<file path="config.mk">
export PLATFORM = sky130hd
export DESIGN_NAME = kbd_wake_matcher
export DESIGN_NICKNAME = d
export VERILOG_FILES = /design/src/rtl/kbw_pkg.sv /design/src/rtl/kbw_frame_rx.sv /design/src/rtl/kbw_arm_timer.sv /design/src/rtl/kbw_seq_match.sv /design/src/rtl/kbd_wake_matcher.sv
export SDC_FILE = /design/constraint.sdc
export NUM_CORES = 1
export LEC_CHECK = 0
export BUFFER_PORTS_ARGS = -buffer_cell sky130_fd_sc_hd__buf_2
export CAP_MARGIN = 0
export CORE_ASPECT_RATIO = 0.8
export CORE_UTILIZATION = 55
export DETAILED_ROUTE_END_ITERATION = 8
export HOLD_SLACK_MARGIN = 0.03
export PLACE_DENSITY = 0.78
export SLEW_MARGIN = 30
export SYNTH_ARGS = -nofsm -noshare
export SYNTH_HDL_FRONTEND = slang
export SYNTH_SLANG_ARGS = --single-unit
</file>
<file path="constraint.sdc">
create_clock -name clk -period 4.9 [get_ports clk]
set_input_delay 0.735 -clock clk [delete_from_list [all_inputs] [get_ports clk]]
set_output_delay 0.735 -clock clk [all_outputs]
set_load 0.01 [all_outputs]
</file>
<file path="src/rtl/kbw_pkg.sv">
package kbw_pkg;
  parameter int unsigned KEY_W      = 8;
  parameter int unsigned NUM_KEYS   = 8;
  parameter int unsigned CTL_W      = 4;
  parameter int unsigned FRAME_BITS = 11;
  localparam int unsigned IDX_W     = $clog2(NUM_KEYS);
  localparam logic [KEY_W-1:0] BRK_PREFIX = 8'hF0;

  typedef enum logic [1:0] {
    MODE_OFF  = 2'd0,
    MODE_ANY  = 2'd1,
    MODE_PASS = 2'd2,
    MODE_RAW  = 2'd3
  } mode_e;
endpackage

</file>
<file path="src/rtl/kbw_frame_rx.sv">
module kbw_frame_rx
  import kbw_pkg::*;
#(
  parameter int unsigned IDLE_CYCLES = 100_000
) (
  input  logic             clk,
  input  logic             rst_n,
  input  logic             ps2_clk,
  input  logic             ps2_dat,
  output logic             byte_vld,
  output logic             frame_err,
  output logic [KEY_W-1:0] byte_q
);
  localparam int unsigned CNT_W  = $clog2(FRAME_BITS + 1);
  localparam int unsigned IDLE_W = $clog2(IDLE_CYCLES + 1);

  logic              c_s1, c_s2, c_s3, d_s1, d_s2;
  logic [FRAME_BITS-1:0] shreg;
  logic [CNT_W-1:0]  bit_cnt;
  logic [IDLE_W-1:0] idle_cnt;
  logic              fall;
  logic [FRAME_BITS-1:0] frame_w;
  logic              frame_ok;

  assign fall    = c_s3 & ~c_s2;
  assign frame_w = {d_s2, shreg[FRAME_BITS-1:1]};
  assign frame_ok = ~frame_w[0] & frame_w[FRAME_BITS-1] & (^frame_w[FRAME_BITS-2:1]);

  always_ff @(posedge clk or negedge rst_n) begin
    if (!rst_n) begin
      c_s1 <= 1'b1; c_s2 <= 1'b1; c_s3 <= 1'b1;
      d_s1 <= 1'b1; d_s2 <= 1'b1;
    end else begin
      c_s1 <= ps2_clk; c_s2 <= c_s1; c_s3 <= c_s2;
      d_s1 <= ps2_dat; d_s2 <= d_s1;
    end
  end

  always_ff @(posedge clk or negedge rst_n) begin
    if (!rst_n) begin
      shreg     <= '0;
      bit_cnt   <= '0;
      idle_cnt  <= '0;
      byte_vld  <= 1'b0;
      frame_err <= 1'b0;
      byte_q    <= '0;
    end else begin
      byte_vld  <= 1'b0;
      frame_err <= 1'b0;
      if (fall) begin
        shreg    <= frame_w;
        idle_cnt <= '0;
        if (bit_cnt == CNT_W'(FRAME_BITS - 1)) begin
          bit_cnt   <= '0;
          byte_vld  <= frame_ok;
          frame_err <= ~frame_ok;
          byte_q    <= frame_w[KEY_W:1];
        end else begin
          bit_cnt <= bit_cnt + 1'b1;
        end
      end else if (bit_cnt != '0) begin
        if (idle_cnt == IDLE_W'(IDLE_CYCLES - 1)) begin
          bit_cnt  <= '0;
          idle_cnt <= '0;
        end else begin
          idle_cnt <= idle_cnt + 1'b1;
        end
      end
    end
  end

  // a byte or an error only appears right after the eleventh sampled bit
  a_r1_eleventh_bit: assert property (@(posedge clk) disable iff (!rst_n)
    (byte_vld || frame_err) |-> ($past(bit_cnt) == CNT_W'(FRAME_BITS - 1)));
  // a partial frame never outlives the idle window
  a_r3_idle_bound: assert property (@(posedge clk) disable iff (!rst_n)
    (idle_cnt <= IDLE_W'(IDLE_CYCLES - 1)));
endmodule

</file>
<file path="src/rtl/kbw_arm_timer.sv">
module kbw_arm_timer #(
  parameter int unsigned ARM_CYCLES = 50_000_000
) (
  input  logic clk,
  input  logic rst_n,
  input  logic standby_ok,
  output logic armed
);
  localparam int unsigned AW = $clog2(ARM_CYCLES + 1);
  logic [AW-1:0] cnt;

  always_ff @(posedge clk or negedge rst_n) begin
    if (!rst_n) begin
      cnt   <= '0;
      armed <= 1'b0;
    end else if (!standby_ok) begin
      cnt   <= '0;
      armed <= 1'b0;
    end else if (!armed) begin
      if (cnt == AW'(ARM_CYCLES - 1)) armed <= 1'b1;
      else                            cnt   <= cnt + 1'b1;
    end
  end

  // the armed state requires the supply to have been good
  a_r10_armed_needs_supply: assert property (@(posedge clk) disable iff (!rst_n)
    armed |-> $past(standby_ok));
endmodule

</file>
<file path="src/rtl/kbw_seq_match.sv">
module kbw_seq_match
  import kbw_pkg::*;
(
  input  logic                      clk,
  input  logic                      rst_n,
  input  logic                      armed,
  input  logic                      byte_vld,
  input  logic                      frame_err,
  input  logic [KEY_W-1:0]          byte_q,
  input  logic [CTL_W-1:0]          seq_ctl,
  input  logic [NUM_KEYS*KEY_W-1:0] key_bytes,
  output logic                      wake_pulse
);
  mode_e            mode;
  logic [IDX_W-1:0] last_idx;
  logic [IDX_W-1:0] idx_q;
  logic             skip_q;
  logic             is_brk, elem;
  logic [KEY_W-1:0] key_cur, key_first;

  always_comb begin
    last_idx = seq_ctl[IDX_W-1:0];
    if (seq_ctl == '0)
      mode = MODE_OFF;
    else if (seq_ctl == CTL_W'(1) && key_bytes[2*KEY_W-1:0] == '0)
      mode = MODE_ANY;
    else if (!seq_ctl[CTL_W-1])
      mode = MODE_RAW;
    else
      mode = MODE_PASS;
  end

  assign key_cur   = key_bytes[idx_q*KEY_W +: KEY_W];
  assign key_first = key_bytes[KEY_W-1:0];
  assign is_brk    = (byte_q == BRK_PREFIX);
  assign elem      = (mode == MODE_RAW) || (!skip_q && !is_brk);

  always_ff @(posedge clk or negedge rst_n) begin
    if (!rst_n) begin
      idx_q      <= '0;
      skip_q     <= 1'b0;
      wake_pulse <= 1'b0;
    end else begin
      wake_pulse <= 1'b0;
      if (!armed || frame_err || mode == MODE_OFF) begin
        idx_q  <= '0;
        skip_q <= 1'b0;
      end else if (byte_vld) begin
        skip_q <= (mode != MODE_RAW) && !skip_q && is_brk;
        if (elem) begin
          if (mode == MODE_ANY) begin
            wake_pulse <= 1'b1;
          end else if (byte_q == key_cur) begin
            if (idx_q >= last_idx) begin
              wake_pulse <= 1'b1;
              idx_q      <= '0;
            end else begin
              idx_q <= idx_q + 1'b1;
            end
          end else begin
            idx_q <= (byte_q == key_first) ? IDX_W'(1) : '0;
          end
        end
      end
    end
  end

  // the wake event lasts one cycle
  a_r9_single_cycle: assert property (@(posedge clk) disable iff (!rst_n)
    wake_pulse |=> !wake_pulse);
  // no event unless armed when the byte was taken
  a_r10_wake_when_armed: assert property (@(posedge clk) disable iff (!rst_n)
    wake_pulse |-> $past(armed));
  // a damaged frame drops progress
  a_r2_err_clears: assert property (@(posedge clk) disable iff (!rst_n)
    frame_err |=> (idx_q == '0));
  // an event only follows a delivered byte
  a_r1_wake_after_byte: assert property (@(posedge clk) disable iff (!rst_n)
    wake_pulse |-> $past(byte_vld));
endmodule

</file>
<file path="src/rtl/kbd_wake_matcher.sv">
module kbd_wake_matcher
  import kbw_pkg::*;
#(
  parameter int unsigned ARM_CYCLES  = 50_000_000,
  parameter int unsigned IDLE_CYCLES = 100_000
) (
  input  logic                      clk,
  input  logic                      rst_n,
  input  logic                      ps2_clk,
  input  logic                      ps2_dat,
  input  logic                      standby_ok,
  input  logic [CTL_W-1:0]          seq_ctl,
  input  logic [NUM_KEYS*KEY_W-1:0] key_bytes,
  output logic                      wake_pulse
);
  logic             rx_vld, rx_err, armed;
  logic [KEY_W-1:0] rx_byte;

  kbw_frame_rx #(.IDLE_CYCLES(IDLE_CYCLES)) u_rx (
    .clk(clk), .rst_n(rst_n), .ps2_clk(ps2_clk), .ps2_dat(ps2_dat),
    .byte_vld(rx_vld), .frame_err(rx_err), .byte_q(rx_byte)
  );

  kbw_arm_timer #(.ARM_CYCLES(ARM_CYCLES)) u_arm (
    .clk(clk), .rst_n(rst_n), .standby_ok(standby_ok), .armed(armed)
  );

  kbw_seq_match u_match (
    .clk(clk), .rst_n(rst_n), .armed(armed), .byte_vld(rx_vld),
    .frame_err(rx_err), .byte_q(rx_byte), .seq_ctl(seq_ctl),
    .key_bytes(key_bytes), .wake_pulse(wake_pulse)
  );

  // a control value of zero never yields an event
  a_r4_off_silent: assert property (@(posedge clk) disable iff (!rst_n)
    wake_pulse |-> ($past(seq_ctl, 2) != '0 || $past(seq_ctl) != '0));
endmodule

</file>
==> flow_metrics.py <==
metrics = {
    "grt": {
        "grt_pass1_vias": 3544,
        "antenna_found_initial": 0,
        "grt-ovfl-total": 0,
        "grt_pass1_wl_um": 16940,
        "grt.total_usage_pct": 24.27,
        "grt_max_degree": 79,
    },
    "pwr": {
        "power_density_nw_per_um2": 293.9,
        "p_clk_share_pct": 33.3,
        "pwr-share-comb_pct": 17.9,
        "switching_power_w": 0.0004289,
        "p_int_w": 0.001112,
        "irDropWorstVdd_uv": 219.4,
        "seqPwrFrac_pct": 48.8,
        "leakage_nw": 2.396,
        "swShare_pct": 27.83,
    },
    "sta": {
        "fin_setup_tns_ns": 0,
        "timing.final.ws_setup_ns": 1.776,
        "min_period_over_period_pct": 63.76,
        "relSlewSlack_pct": 32.13,
        "rsz0062_at_grt": "false",
        "drv_slew": 0,
        "hold_viol_final": 0,
        "tightest_slew_ns": 1.009,
        "max_freq_mhz": 320.1,
        "setup_viol": 0,
        "finClkSkew_ns": 0.006514,
        "fin_crit_ns": 3.124,
    },
    "floorplanning": {
        "placement_rows": 29,
        "start_util_pct": 57.53,
        "die-area_um2": 8760,
        "ios": 74,
        "die_height_um": 83.92,
        "die_x_um": 104.4,
        "core_um2": 8019,
    },
    "critical_path": {
        "cp.required_ns": 5.12,
        "cp_top_family": "simple AND/OR/NAND/NOR gates",
        "crit_type": "flip-flop to flip-flop",
        "critPathCaptureType": "flip-flop",
        "crit_fanout": 12,
        "critPathBufInv": 0,
        "rr_startpoint": "u_rx.idle_cnt[14]",
        "r2r-end": "u_rx.bit_cnt[2]",
        "slowest_stage": "o31ai_1",
        "critPathMaxStageDelay_ns": 0.86,
        "r2r_slack_ns": 1.78,
        "cp_data_arrival_time_ns": 3.35,
        "crit_path_start_kind": "flip-flop",
        "rr_worst_depth": 7,
        "crit_chain": "nor4b_1 -> nand3_1 -> o31ai_1 -> nor2b_1 -> o21ai_0 -> nand2_1 -> o21ai_0",
        "crit_top_cell": "o21ai_0",
    },
    "placed_design": {
        "pre_cts_ws_ns": 1.681,
        "port_buffers": 73,
        "placed_area_um2": 5020,
        "gp_congestion": 0.9433,
        "dp_hpwl_um": 7155,
    },
    "logic_synthesis": {
        "synth_seq_area_share_pct": 42.45,
        "synthCells": 448,
        "ys_warn_count": 0,
        "synth_top_flop_cell": "dfrtp_1",
        "ys_ff_latch": 78,
        "synth.net_count": 530,
        "synth_cell_type_count": 59,
        "synthesis.area_um2": 4613,
        "synth-edff-count": 0,
        "avgSynthCellArea_um2": 10.30,
        "synth_async_sr_flop_share_pct": 100.0,
    },
    "final_layout": {
        "drive_gt1_share_pct": 24.14,
        "nNetsFinal": 599,
        "finalInstanceArea_um2": 5244,
        "syn2layout_area_growth_pct": 13.67,
        "antenna_cells": 0,
    },
    "route": {
        "first_pass_iters": 4,
        "routed_wl_um": 9796,
        "via_per_inst": 5.644,
        "drc_errors": 0,
        "first_iter_violations": 259,
        "wl_per_cell_um": 15.55,
        "dr_total_vias": 3556,
        "antenna_left": 0,
    },
    "clock_network": {
        "clk_latency_ns": 0.35,
        "htreeDepth": 3,
        "cts_resized": 0,
        "clockBufferDepth": 2,
        "cts_inserted_buffers": 9,
        "clock-sinks": 78,
        "post_cts_buffers": 0,
        "path_clk_slew_ns": 0.08,
        "cts_tree": "built",
        "cts_root_buffer": "clkbuf_8",
        "hold_buffers": 0,
    },
    "job": {
        "maxCapViolCount": 0,
    },
    "worst_hold_path": {
        "holdPathStages": 0,
        "hp-class": "flip-flop to flip-flop",
        "worstHoldStart": "u_rx.c_s1",
        "holdPathEnd": "u_rx.c_s2",
    },
    "run_status": {
        "status": "completed",
    },
}
-- power by group through the flow --
stage	registers [W]	logic (W)	clock network (W)
finish	0.000752	0.000277	0.000513
global route	0.000760	0.000313	0.000553
CTS	0.000751	0.000280	0.000526
detailed placement	0.000764	0.000277	0
global placement	0.000761	0.000265	0
floorplan	0.000749	0.000196	0
-- worst reg2reg max path: cells and delay by family, from the launching register on --
family / cells / cell delay, ns
compound gates: 3 / 1.20
flops: 1 / 0.43
simple gates: 4 / 1.38
-- routing by layer --
layer	vias up	part of all wire, %	routed length [um]	global-route usage [%]
met1	1703	46	4503	33.11
met3	15	7.0	681	6.557
met2	122	46	4491	38.29
li1	1716	-	-	-
met4	0	1.2	120	6.623
met5	-	0	0	0
-- placed cells by master, fill, tap and decap left out, types with 4 or more instances in the layout --
master and count:
and2_1 27, and3_1 10, buf_2 72, clkbuf_8 13, dfrtp_1 72, dfstp_2 5
ha_1 9, inv_1 10, mux2_2 8, mux2i_1 9, mux4_2 15, nand2_1 56
nand2b_1 8, nand3_1 24, nand4_1 10, nor2_1 30, nor2b_1 7, nor4_1 5
o21ai_0 15, o21ai_1 4, o31ai_1 5, xnor2_1 36, xor2_1 20
-- cell usage after synthesis, types with 2 or more instances --
| library cell | number | share of area, % |
|---|---|---|
| or4_1 | 2 | 0.33 |
| dfstp_2 | 5 | 2.8 |
| a211oi_1 | 3 | 0.49 |
| nor2_1 | 30 | 2.4 |
| o21ai_0 | 15 | 1.6 |
| nor2b_1 | 7 | 0.95 |
| xnor2_1 | 36 | 6.8 |
| mux2_2 | 8 | 2.0 |
| and2_1 | 27 | 3.7 |
| or4b_2 | 2 | 0.43 |
| buf_6 | 3 | 0.73 |
| nor4_1 | 5 | 0.68 |
| xor2_1 | 20 | 3.8 |
| a31oi_1 | 2 | 0.27 |
| dfrtp_1 | 73 | 40 |
| o31ai_1 | 5 | 0.81 |
| nand3b_1 | 3 | 0.49 |
| mux2i_1 | 9 | 2.0 |
| nand3_1 | 24 | 2.6 |
| nor4b_1 | 3 | 0.57 |
| inv_1 | 10 | 0.81 |
| o21ai_1 | 4 | 0.43 |
| and4_1 | 2 | 0.38 |
| nand2_1 | 56 | 4.6 |
| nand2b_1 | 8 | 1.1 |
| mux4_2 | 15 | 7.3 |
| and3_1 | 10 | 1.4 |
| ha_1 | 9 | 2.4 |
| a21oi_1 | 2 | 0.22 |
| clkbuf_1 | 10 | 0.81 |
| nand4_1 | 10 | 1.4 |
| nor3_1 | 3 | 0.33 |
-- sequential cells by signal (all words and copies together), names as in the netlist, 3 cells and up --
register / cells
u_arm.cnt: 26
u_rx.idle_cnt: 17
u_match.idx_q: 3
u_rx.byte_q: 8
u_rx.shreg: 10
u_rx.bit_cnt: 4
-- cells by family after synthesis --
kind of cell,after synthesis,synth area share (%)
AND/OR/NAND/NOR,202,23.27
multiplexers,34,12.04
XOR/XNOR,56,10.63
AO/OA/AOI/OAI,44,6.266
adder cells (fa/ha/maj),9,2.441
flip-flops,78,42.45
buffers and inverters,25,2.902
-- metrics by stage --
stage | cells | hold WS (ns) | utilization [%] | total power, W
after floorplan | 448 | 0.3452 | - | 0.0009453
after global placement | 614 | 0.3477 | 62.60 | 0.001026
after detailed placement | 614 | 0.3478 | 62.60 | 0.001041
after CTS | 630 | 0.3588 | 65.33 | 0.001557
after global routing | 630 | 0.3627 | 65.39 | 0.001626
final | 630 | 0.3576 | 65.39 | 0.001541
-- how the worst max path moves through the flow --
stage               slack [ns]  cells after the start          endpoint              start
CTS                       1.67                      7  u_match.idx_q[0]   u_match.idx_q[0]
global route              1.51                      7   u_rx.bit_cnt[2]  u_rx.idle_cnt[14]
global placement          1.79                      7  u_match.idx_q[0]   u_match.idx_q[0]
finish                    1.78                      7   u_rx.bit_cnt[2]  u_rx.idle_cnt[14]
detailed placement        1.68                      7  u_match.idx_q[0]   u_match.idx_q[0]
floorplan                 2.24                      7  u_match.idx_q[0]      key_bytes[24]
-- final cells by class --
cell class | instances | area [um2]
well taps | 108 | 135.1
fillers | 656 | 2775
inverters | 10 | 37.54
clock inverters | 3 | 40.04
repair buffers | 73 | 371.6
clock buffers | 13 | 178.9
multi-input cells | 345 | 2521
flip-flops and latches | 78 | 1959
Power figures use the tool's default switching activity.
